## src/rtl/rtg_pkg.sv

```systemverilog
package rtg_pkg;
  localparam int unsigned FLD_W    = 16;
  localparam int unsigned WORD_W   = 32;
  localparam int unsigned N_WORDS  = 10;
  localparam int unsigned ADDR_W   = 4;
  localparam logic [WORD_W-1:0] UNLOCK_KEY = 32'h0000_4758;

  localparam int unsigned IX_UNLOCK = 0;
  localparam int unsigned IX_CTRL   = 1;
  localparam int unsigned IX_H_ACT  = 2;
  localparam int unsigned IX_H_BLK  = 3;
  localparam int unsigned IX_H_SYN  = 4;
  localparam int unsigned IX_V_ACT  = 5;
  localparam int unsigned IX_V_BLK  = 6;
  localparam int unsigned IX_V_SYN  = 7;
  localparam int unsigned IX_FP_H   = 8;
  localparam int unsigned IX_FP_V   = 9;

  typedef struct packed {
    logic [FLD_W-1:0] hi;
    logic [FLD_W-1:0] lo;
  } pair_t;

  // bit order matches control word bits [4:0]
  typedef struct packed {
    logic fp_en;
    logic vs_en;
    logic hs_en;
    logic blank_en;
    logic gen_en;
  } ctrl_t;

  typedef struct packed {
    pair_t act;
    pair_t blk;
    pair_t syn;
  } axis_t;

  typedef struct packed {
    ctrl_t ctrl;
    axis_t h;
    axis_t v;
    pair_t fp_h;
    pair_t fp_v;
  } cfg_t;
endpackage

```

## src/rtl/rtg_regs.sv

```systemverilog
module rtg_regs
  import rtg_pkg::*;
#(
  parameter int unsigned NW = N_WORDS,
  parameter int unsigned AW = ADDR_W
) (
  input  logic              clk_i,
  input  logic              rst_ni,
  input  logic              wr_en_i,
  input  logic [AW-1:0]     wr_addr_i,
  input  logic [WORD_W-1:0] wr_data_i,
  input  logic [AW-1:0]     rd_addr_i,
  output logic [WORD_W-1:0] rd_data_o,
  output cfg_t              cfg_o,
  output logic              unlocked_o
);
  logic [WORD_W-1:0] word_q [NW];

  assign unlocked_o = (word_q[IX_UNLOCK] == UNLOCK_KEY);

  always_ff @(posedge clk_i or negedge rst_ni) begin
    if (!rst_ni) begin
      for (int unsigned i = 0; i < NW; i++) word_q[i] <= '0;
    end else begin
      for (int unsigned i = 0; i < NW; i++) begin
        // unlock word always open; others gated by key
        if (wr_en_i && wr_addr_i == AW'(i) && (i == IX_UNLOCK || unlocked_o))
          word_q[i] <= wr_data_i;
      end
    end
  end

  always_comb begin
    rd_data_o = '0;
    for (int unsigned i = 0; i < NW; i++)
      if (rd_addr_i == AW'(i)) rd_data_o = word_q[i];
  end

  always_comb begin
    cfg_o.ctrl  = ctrl_t'(word_q[IX_CTRL][4:0]);
    cfg_o.h.act = pair_t'(word_q[IX_H_ACT]);
    cfg_o.h.blk = pair_t'(word_q[IX_H_BLK]);
    cfg_o.h.syn = pair_t'(word_q[IX_H_SYN]);
    cfg_o.v.act = pair_t'(word_q[IX_V_ACT]);
    cfg_o.v.blk = pair_t'(word_q[IX_V_BLK]);
    cfg_o.v.syn = pair_t'(word_q[IX_V_SYN]);
    cfg_o.fp_h  = pair_t'(word_q[IX_FP_H]);
    cfg_o.fp_v  = pair_t'(word_q[IX_FP_V]);
  end

  p_locked_drop_r2: assert property (@(posedge clk_i) disable iff (!rst_ni)
    (wr_en_i && !unlocked_o && wr_addr_i != AW'(IX_UNLOCK)) |=> $stable(cfg_o));

  p_relock_r3: assert property (@(posedge clk_i) disable iff (!rst_ni)
    (wr_en_i && wr_addr_i == AW'(IX_UNLOCK) && wr_data_i != UNLOCK_KEY) |=> !unlocked_o);

  p_store_r4: assert property (@(posedge clk_i) disable iff (!rst_ni)
    (wr_en_i && unlocked_o && wr_addr_i == AW'(IX_H_ACT)) |=> (cfg_o.h.act == $past(wr_data_i)));
endmodule

```

## src/rtl/rtg_counter.sv

```systemverilog
module rtg_counter #(
  parameter int unsigned CW = 12,
  parameter int unsigned FW = 16
) (
  input  logic          clk_i,
  input  logic          rst_ni,
  input  logic          run_i,
  input  logic          step_i,
  input  logic [FW-1:0] last_i,
  output logic [CW-1:0] cnt_o,
  output logic          wrap_o
);
  logic [CW-1:0] cnt_q;
  logic          at_end;

  // >= so a shrunk total cannot strand the count above it
  assign at_end = (FW'(cnt_q) >= last_i);
  assign wrap_o = step_i && at_end;
  assign cnt_o  = cnt_q;

  always_ff @(posedge clk_i or negedge rst_ni) begin
    if (!rst_ni)      cnt_q <= '0;
    else if (!run_i)  cnt_q <= '0;
    else if (step_i)  cnt_q <= at_end ? '0 : cnt_q + CW'(1);
  end

  p_halt_r7: assert property (@(posedge clk_i) disable iff (!rst_ni)
    !run_i |=> (cnt_o == '0));

  p_hold_r6: assert property (@(posedge clk_i) disable iff (!rst_ni)
    (run_i && !step_i) |=> $stable(cnt_o));

  p_advance_r5: assert property (@(posedge clk_i) disable iff (!rst_ni)
    (run_i && step_i && !at_end) |=> (cnt_o == $past(cnt_o) + CW'(1)));
endmodule

```

## src/rtl/rtg_window.sv

```systemverilog
module rtg_window #(
  parameter int unsigned FW      = 16,
  parameter bit          OPEN_LO = 1'b0
) (
  input  logic [FW-1:0] cnt_i,
  input  logic [FW-1:0] lo_i,
  input  logic [FW-1:0] hi_i,
  output logic          in_o
);
  if (OPEN_LO) begin : g_blank
    assign in_o = (cnt_i > lo_i) && (cnt_i <= hi_i);
  end else begin : g_sync
    assign in_o = (cnt_i >= lo_i) && (cnt_i < hi_i);
  end
endmodule

```

## src/rtl/raster_timing_gen.sv

```systemverilog
module raster_timing_gen
  import rtg_pkg::*;
#(
  parameter int unsigned CNT_W = 12
) (
  input  logic              clk_i,
  input  logic              rst_ni,
  input  logic              wr_en_i,
  input  logic [ADDR_W-1:0] wr_addr_i,
  input  logic [WORD_W-1:0] wr_data_i,
  input  logic [ADDR_W-1:0] rd_addr_i,
  output logic [WORD_W-1:0] rd_data_o,
  output logic [CNT_W-1:0]  h_count_o,
  output logic [CNT_W-1:0]  v_count_o,
  output logic              blank_o,
  output logic              de_o,
  output logic              hsync_o,
  output logic              vsync_o,
  output logic              fp_hsync_o,
  output logic              fp_vsync_o
);
  localparam int unsigned N_WIN   = 6;
  localparam int unsigned W_HS    = 0;
  localparam int unsigned W_VS    = 1;
  localparam int unsigned W_FPH   = 2;
  localparam int unsigned W_FPV   = 3;
  localparam int unsigned W_HB    = 4;
  localparam int unsigned W_VB    = 5;
  localparam int unsigned FIRST_B = W_HB;

  cfg_t cfg;
  logic unlocked;
  logic run, h_wrap, v_wrap;
  logic [FLD_W-1:0] h_ext, v_ext;
  logic [FLD_W-1:0] win_cnt [N_WIN];
  logic [FLD_W-1:0] win_lo  [N_WIN];
  logic [FLD_W-1:0] win_hi  [N_WIN];
  logic [N_WIN-1:0] win_in;

  rtg_regs #(.NW(N_WORDS), .AW(ADDR_W)) i_regs (
    .clk_i      (clk_i),
    .rst_ni     (rst_ni),
    .wr_en_i    (wr_en_i),
    .wr_addr_i  (wr_addr_i),
    .wr_data_i  (wr_data_i),
    .rd_addr_i  (rd_addr_i),
    .rd_data_o  (rd_data_o),
    .cfg_o      (cfg),
    .unlocked_o (unlocked)
  );

  assign run = cfg.ctrl.gen_en;

  rtg_counter #(.CW(CNT_W), .FW(FLD_W)) i_hcnt (
    .clk_i  (clk_i),
    .rst_ni (rst_ni),
    .run_i  (run),
    .step_i (1'b1),
    .last_i (cfg.h.act.hi),
    .cnt_o  (h_count_o),
    .wrap_o (h_wrap)
  );

  rtg_counter #(.CW(CNT_W), .FW(FLD_W)) i_vcnt (
    .clk_i  (clk_i),
    .rst_ni (rst_ni),
    .run_i  (run),
    .step_i (h_wrap),
    .last_i (cfg.v.act.hi),
    .cnt_o  (v_count_o),
    .wrap_o (v_wrap)
  );

  assign h_ext = FLD_W'(h_count_o);
  assign v_ext = FLD_W'(v_count_o);

  always_comb begin
    win_cnt[W_HS]  = h_ext; win_lo[W_HS]  = cfg.h.syn.lo; win_hi[W_HS]  = cfg.h.syn.hi;
    win_cnt[W_VS]  = v_ext; win_lo[W_VS]  = cfg.v.syn.lo; win_hi[W_VS]  = cfg.v.syn.hi;
    win_cnt[W_FPH] = h_ext; win_lo[W_FPH] = cfg.fp_h.lo;  win_hi[W_FPH] = cfg.fp_h.hi;
    win_cnt[W_FPV] = v_ext; win_lo[W_FPV] = cfg.fp_v.lo;  win_hi[W_FPV] = cfg.fp_v.hi;
    win_cnt[W_HB]  = h_ext; win_lo[W_HB]  = cfg.h.blk.lo; win_hi[W_HB]  = cfg.h.blk.hi;
    win_cnt[W_VB]  = v_ext; win_lo[W_VB]  = cfg.v.blk.lo; win_hi[W_VB]  = cfg.v.blk.hi;
  end

  // sync windows are half-open at the top, blank windows at the bottom
  for (genvar w = 0; w < N_WIN; w++) begin : g_win
    rtg_window #(.FW(FLD_W), .OPEN_LO(w >= FIRST_B)) i_win (
      .cnt_i (win_cnt[w]),
      .lo_i  (win_lo[w]),
      .hi_i  (win_hi[w]),
      .in_o  (win_in[w])
    );
  end

  logic act_h, act_v;
  assign act_h = (h_ext <= cfg.h.act.lo);
  assign act_v = (v_ext <= cfg.v.act.lo);

  assign blank_o    = run && cfg.ctrl.blank_en && (win_in[W_HB] || win_in[W_VB]);
  assign de_o       = run && cfg.ctrl.blank_en && act_h && act_v;
  assign hsync_o    = run && cfg.ctrl.hs_en && win_in[W_HS];
  assign vsync_o    = run && cfg.ctrl.vs_en && win_in[W_VS];
  assign fp_hsync_o = run && cfg.ctrl.fp_en && win_in[W_FPH];
  assign fp_vsync_o = run && cfg.ctrl.fp_en && win_in[W_FPV];

  p_v_per_line_r6: assert property (@(posedge clk_i) disable iff (!rst_ni)
    (run && !h_wrap) |=> $stable(v_count_o));

  p_frame_wrap_r6: assert property (@(posedge clk_i) disable iff (!rst_ni)
    (run && h_wrap && v_wrap) |=> (v_count_o == '0 && h_count_o == '0));

  p_locked_idle_r2: assert property (@(posedge clk_i) disable iff (!rst_ni)
    (!unlocked && !run) |=> (h_count_o == '0));
endmodule

```

## config.mk

```make
export PLATFORM = sky130hd
export DESIGN_NAME = raster_timing_gen
export DESIGN_NICKNAME = d
export VERILOG_FILES = /design/src/rtl/rtg_pkg.sv /design/src/rtl/rtg_regs.sv /design/src/rtl/rtg_counter.sv /design/src/rtl/rtg_window.sv /design/src/rtl/raster_timing_gen.sv
export SDC_FILE = /design/constraint.sdc
export NUM_CORES = 1
export LEC_CHECK = 0
export ABC_AREA = 0
export ABC_CLOCK_PERIOD_IN_PS = 6900
export BUFFER_PORTS_ARGS = -buffer_cell sky130_fd_sc_hd__buf_4
export CORE_ASPECT_RATIO = 1.1
export CORE_MARGIN = 5
export CORE_UTILIZATION = 45
export CTS_CLUSTER_SIZE = 14
export DETAILED_ROUTE_END_ITERATION = 7
export PLACE_DENSITY_LB_ADDON = 0.1
export SLEW_MARGIN = 30
export SYNTH_ARGS = -nofsm -noshare
export SYNTH_HDL_FRONTEND = slang
export SYNTH_SLANG_ARGS = --single-unit
```

## constraint.sdc

```tcl
create_clock -name clk_i -period 6.9 [get_ports clk_i]
set_clock_uncertainty 0.2 [all_clocks]
set_input_delay 0 -clock clk_i [delete_from_list [all_inputs] [get_ports clk_i]]
set_output_delay 0 -clock clk_i [all_outputs]
set_load 0.01 [all_outputs]
```

==> flow_summary_export.csv <==
group,metric,value,unit
setup_path,critical-path-slowest-cell,"sky130_fd_sc_hd__dfrtp_1",
yosys,synth_simple_gate_area_share,0.0600,
sta,total_negative_setup_slack,0,ns
run_status,status,"completed",
routing,drt_wl_total,68900,µm
global_route,grt_pass1_wl,103000,µm
routing,via_count,15299,
routing,detail_route.vias_per_cell,6.06,
min_path,hold_path_startpoint,"wr_en_i",
setup_path,path_buf_inv,1,
routing,post_drt_wl_per_cell,27.3,µm
floorplanning,effective_utilization_at_floorplan,0.453,
clocking,clk-insertion-delay-late,0.57,ns
yosys,yosys_most_used_dff,"sky130_fd_sc_hd__dfrtp_1",
min_path,hold-path-endpoint,"i_regs.word_q[273]$_DFFE_PN0P_",
clocking,post-cts-setup-buffer-count,0,
power,p_leak,11.1,nW
floorplanning,core_region_area,44400,µm²
finish,most-common-layout-cells,"sky130_fd_sc_hd__dfrtp_1 (344), sky130_fd_sc_hd__mux2_2 (329), sky130_fd_sc_hd__inv_1 (199)",
floorplanning,dieHeight,232,µm
global_route,gr-usage-all-layers,0.280,
finish,final_layout_size_suffix_gt1_frac,0.287,
global_route,globalRoute.totalOverflow,0,
min_path,holdPathStages,4,
global_route,number_of_antenna_violations_at_the_first_check_in_global_routing,2,
clocking,cts_inserted_buffers,42,
placed_design,port_buffers,104,
setup_path,rr_endpoint,"i_regs.cfg_o[252]$_DFFE_PN0P_",
floorplanning,dieArea,49000,µm²
setup_path,critical_path.reg2reg.startpoint,"i_regs.word_q[290]$_DFFE_PN0P_",
setup_path,end_kind,"primary output",
yosys,synth_area_in_compound_gates,0.136,
finish,synth_to_layout_area_growth,17.3,%
sta,rsz0062_at_grt,"no",
routing,postRouteAntennaNets,0,
clocking,clk_root_buffer_cell,"sky130_fd_sc_hd__clkbuf_16",
setup_path,cp_slowest_stage_delay,0.86,ns
yosys,synth-xor-area-share,0.00479,
power,power.ir.vdd_worst,205,µV
global_route,grt_start_max_net_pins,162,
setup_path,timing.critical_path.cells,"ha_1, a211o_1, o211ai_1, o211ai_1, a21o_1, a211oi_1, a31o_1, buf_4",
yosys,synth.yosys.warnings,0,
sta,max-slew-margin-rel,0.399,
yosys,share_of_synthesized_area_occupied_by_flip_flops_and_latches,0.428,
clocking,cts_tree,"built",
setup_path,worst-path-max-fanout,12,
floorplanning,chip_width,212,µm
sta,measured_slew_at_the_worst_slew_check_pin,0.902,ns
setup_path,reg2reg_slack,3.30,ns
floorplanning,placementRows,81,
sta,setup_viol,0,
clocking,cts_resized,0,
global_route,number_of_global_route_vias_before_repair,15864,
yosys,synthArstFlopShare,1.00,
setup_path,reg2regPathDepth,7,
power,power,0.00474,W
setup_path,worst_setup_path_start_kind,"flip-flop",
power,power_per_cell_area,201,nW/µm²
sta,final_hold_viol_count,0,
clocking,cts.reportedPaths.clkPinSlew,0.06,ns
yosys,syn-num-nets,1997,
yosys,netlist-cell-type-count,72,
sta,period_share,0.542,
flow_run,cap_violations,0,
floorplanning,top_level_ports,105,
setup_path,timing.critical_path.arrival,3.54,ns
routing,drtIter0Drc,1016,
yosys,syn_area_per_cell,11.4,µm²
setup_path,required,6.70,ns
sta,fmaxAchievable,267,MHz
sta,fin_crit,3.74,ns
yosys,synth_enable_flop_cells,0,
setup_path,timing_worst_setup_path_type,"flip-flop to primary output",
min_path,hold_path.class,"input pin to flip-flop",
yosys,main_combinational_cell_family_by_area_after_synthesis,"multiplexers",
routing,remaining_drc_errors,0,
clocking,numClockSinks,344,
yosys,syn-instance-count,1764,
sta,slew_violations,0,
routing,drt_pre_antenna_iters,7,
yosys,post_synthesis_cell_area,20100,µm²
yosys,muxShareOfSynthArea,0.198,
clocking,cts_buffer_depth,3,
yosys,yosys.area_share.adder,0.118,
yosys,synth_seq_cells,344,
finish,fin_nets,2143,
clocking,h-tree-depth,2,
setup_path,cell_repeated_most_along_the_worst_path,"sky130_fd_sc_hd__o211ai_1",
placed_design,place.detailed.hpwl,49600,µm
finish,most_common_cell_after_layout_fill_and_taps_aside,"sky130_fd_sc_hd__dfrtp_1",
placed_design,final_estimated_routing_congestion_in_global_placement,0.896,
setup_path,family_of_cells_with_the_greatest_summed_delay_on_the_critical_path,"compound AO/OA/AOI/OAI gates",
[per-layer routing]
layer	up-vias	wire [µm]	GRT usage
met5	-	0	0
met4	0	3620	0.136
met2	462	34400	0.487
met3	159	2830	0.0365
li1	6851	-	-
met1	7827	28000	0.343
[synthesized netlist by cell type (all sizes together), types with 16 or more instances]
master,n,share of area
a211oi,17,0.0063
a21o,22,0.0082
a21oi,67,0.017
a221oi,28,0.012
a222oi,24,0.012
a22o,31,0.014
a22oi,26,0.0097
buf,39,0.011
clkbuf,30,0.0056
dfrtp,344,0.43
ha,190,0.12
inv,199,0.037
mux2,345,0.19
nand2,47,0.0088
nand2b,16,0.0050
nand4,23,0.0072
nor2,51,0.010
nor3,17,0.0050
nor4,16,0.0050
o211ai,28,0.010
o21ai,57,0.014
[sequential cells by signal (all words and copies together), names as in the netlist]
| signal | count |
|---|---|
| i_hcnt.cnt_o | 12 |
| i_regs.cfg_o | 261 |
| i_regs.word_q | 59 |
| i_vcnt.cnt_o | 12 |
[final cells by class]
type,instances,area (µm²)
Inverter,199,747
Tap cell,581,727
Fill cell,3944,20800
Clock buffer,65,1310
Multi-Input combinational cell,1152,10500
Timing Repair Buffer,171,1530
Sequential cell,344,8610
Clock inverter,11,160
Antenna cell,1,2.50
[worst register-to-register path: stages (launching register included)]
cell and delay (ns):
sky130_fd_sc_hd__dfrtp_1 0.40, sky130_fd_sc_hd__nor4b_1 0.56, sky130_fd_sc_hd__nand4_1 0.25, sky130_fd_sc_hd__nor2_1 0.25, sky130_fd_sc_hd__nand2_1 0.22, sky130_fd_sc_hd__nor3_4 0.17, sky130_fd_sc_hd__dlygate4sd3_1 1.01, sky130_fd_sc_hd__mux2_2 0.42
[worst max path at each step]
| stage | from | end | depth (start not counted) |
|---|---|---|---|
| after floorplan | i_hcnt.cnt_o[7]$_DFF_PN0_ | i_vcnt.cnt_o[10]$_DFFE_PN0P_ | 7 |
| after global placement | i_regs.word_q[290]$_DFFE_PN0P_ | i_regs.cfg_o[184]$_DFFE_PN0P_ | 6 |
| after detailed placement | i_vcnt.cnt_o[8]$_DFFE_PN0P_ | i_vcnt.cnt_o[11]$_DFFE_PN0P_ | 7 |
| after CTS | i_hcnt.cnt_o[3]$_DFF_PN0_ | blank_o | 8 |
| after global routing | i_hcnt.cnt_o[3]$_DFF_PN0_ | blank_o | 8 |
| final | i_hcnt.cnt_o[3]$_DFF_PN0_ | blank_o | 8 |
[logic make-up (layout without fill, tap and decap cells)]
group                    after synthesis  count (layout)
other                                  0               1
XOR/XNOR                              11              11
AO/OA/AOI/OAI                        373             373
buffers and inverters                268             446
adder cells (fa/ha/maj)              190             190
AND/OR/NAND/NOR                      225             225
flip-flops                           344             344
multiplexers                         353             353
[per-stage QoR]
stage	util	worst slack, ns	area (µm²)	hold slack, ns	instances
after floorplan	-	4.55	20100	-0.496	1764
after CTS	0.531	3.05	23600	0.0687	2522
after global placement	0.485	3.54	21500	-0.0177	2400
after detailed placement	0.488	3.60	21700	-0.0195	2405
final	0.531	3.16	23600	0.0977	2524
after global routing	0.531	3.07	23600	0.119	2523
[where the power goes]
group	leakage, nW	total (W)	internal, W	switching [W]
clock network	0.721	0.00236	0.00145	0.000905
logic	5.63	0.000285	0.000104	0.000181
registers	4.75	0.00210	0.00206	0.0000389
[timing repair]
item / 4_1_cts / 5_1_grt
hold buffers: 41 / 0
endpoints found under the hold margin: 438 / 0
setup endpoints to repair: 0 / 0
(Power assumes the default switching activity.)
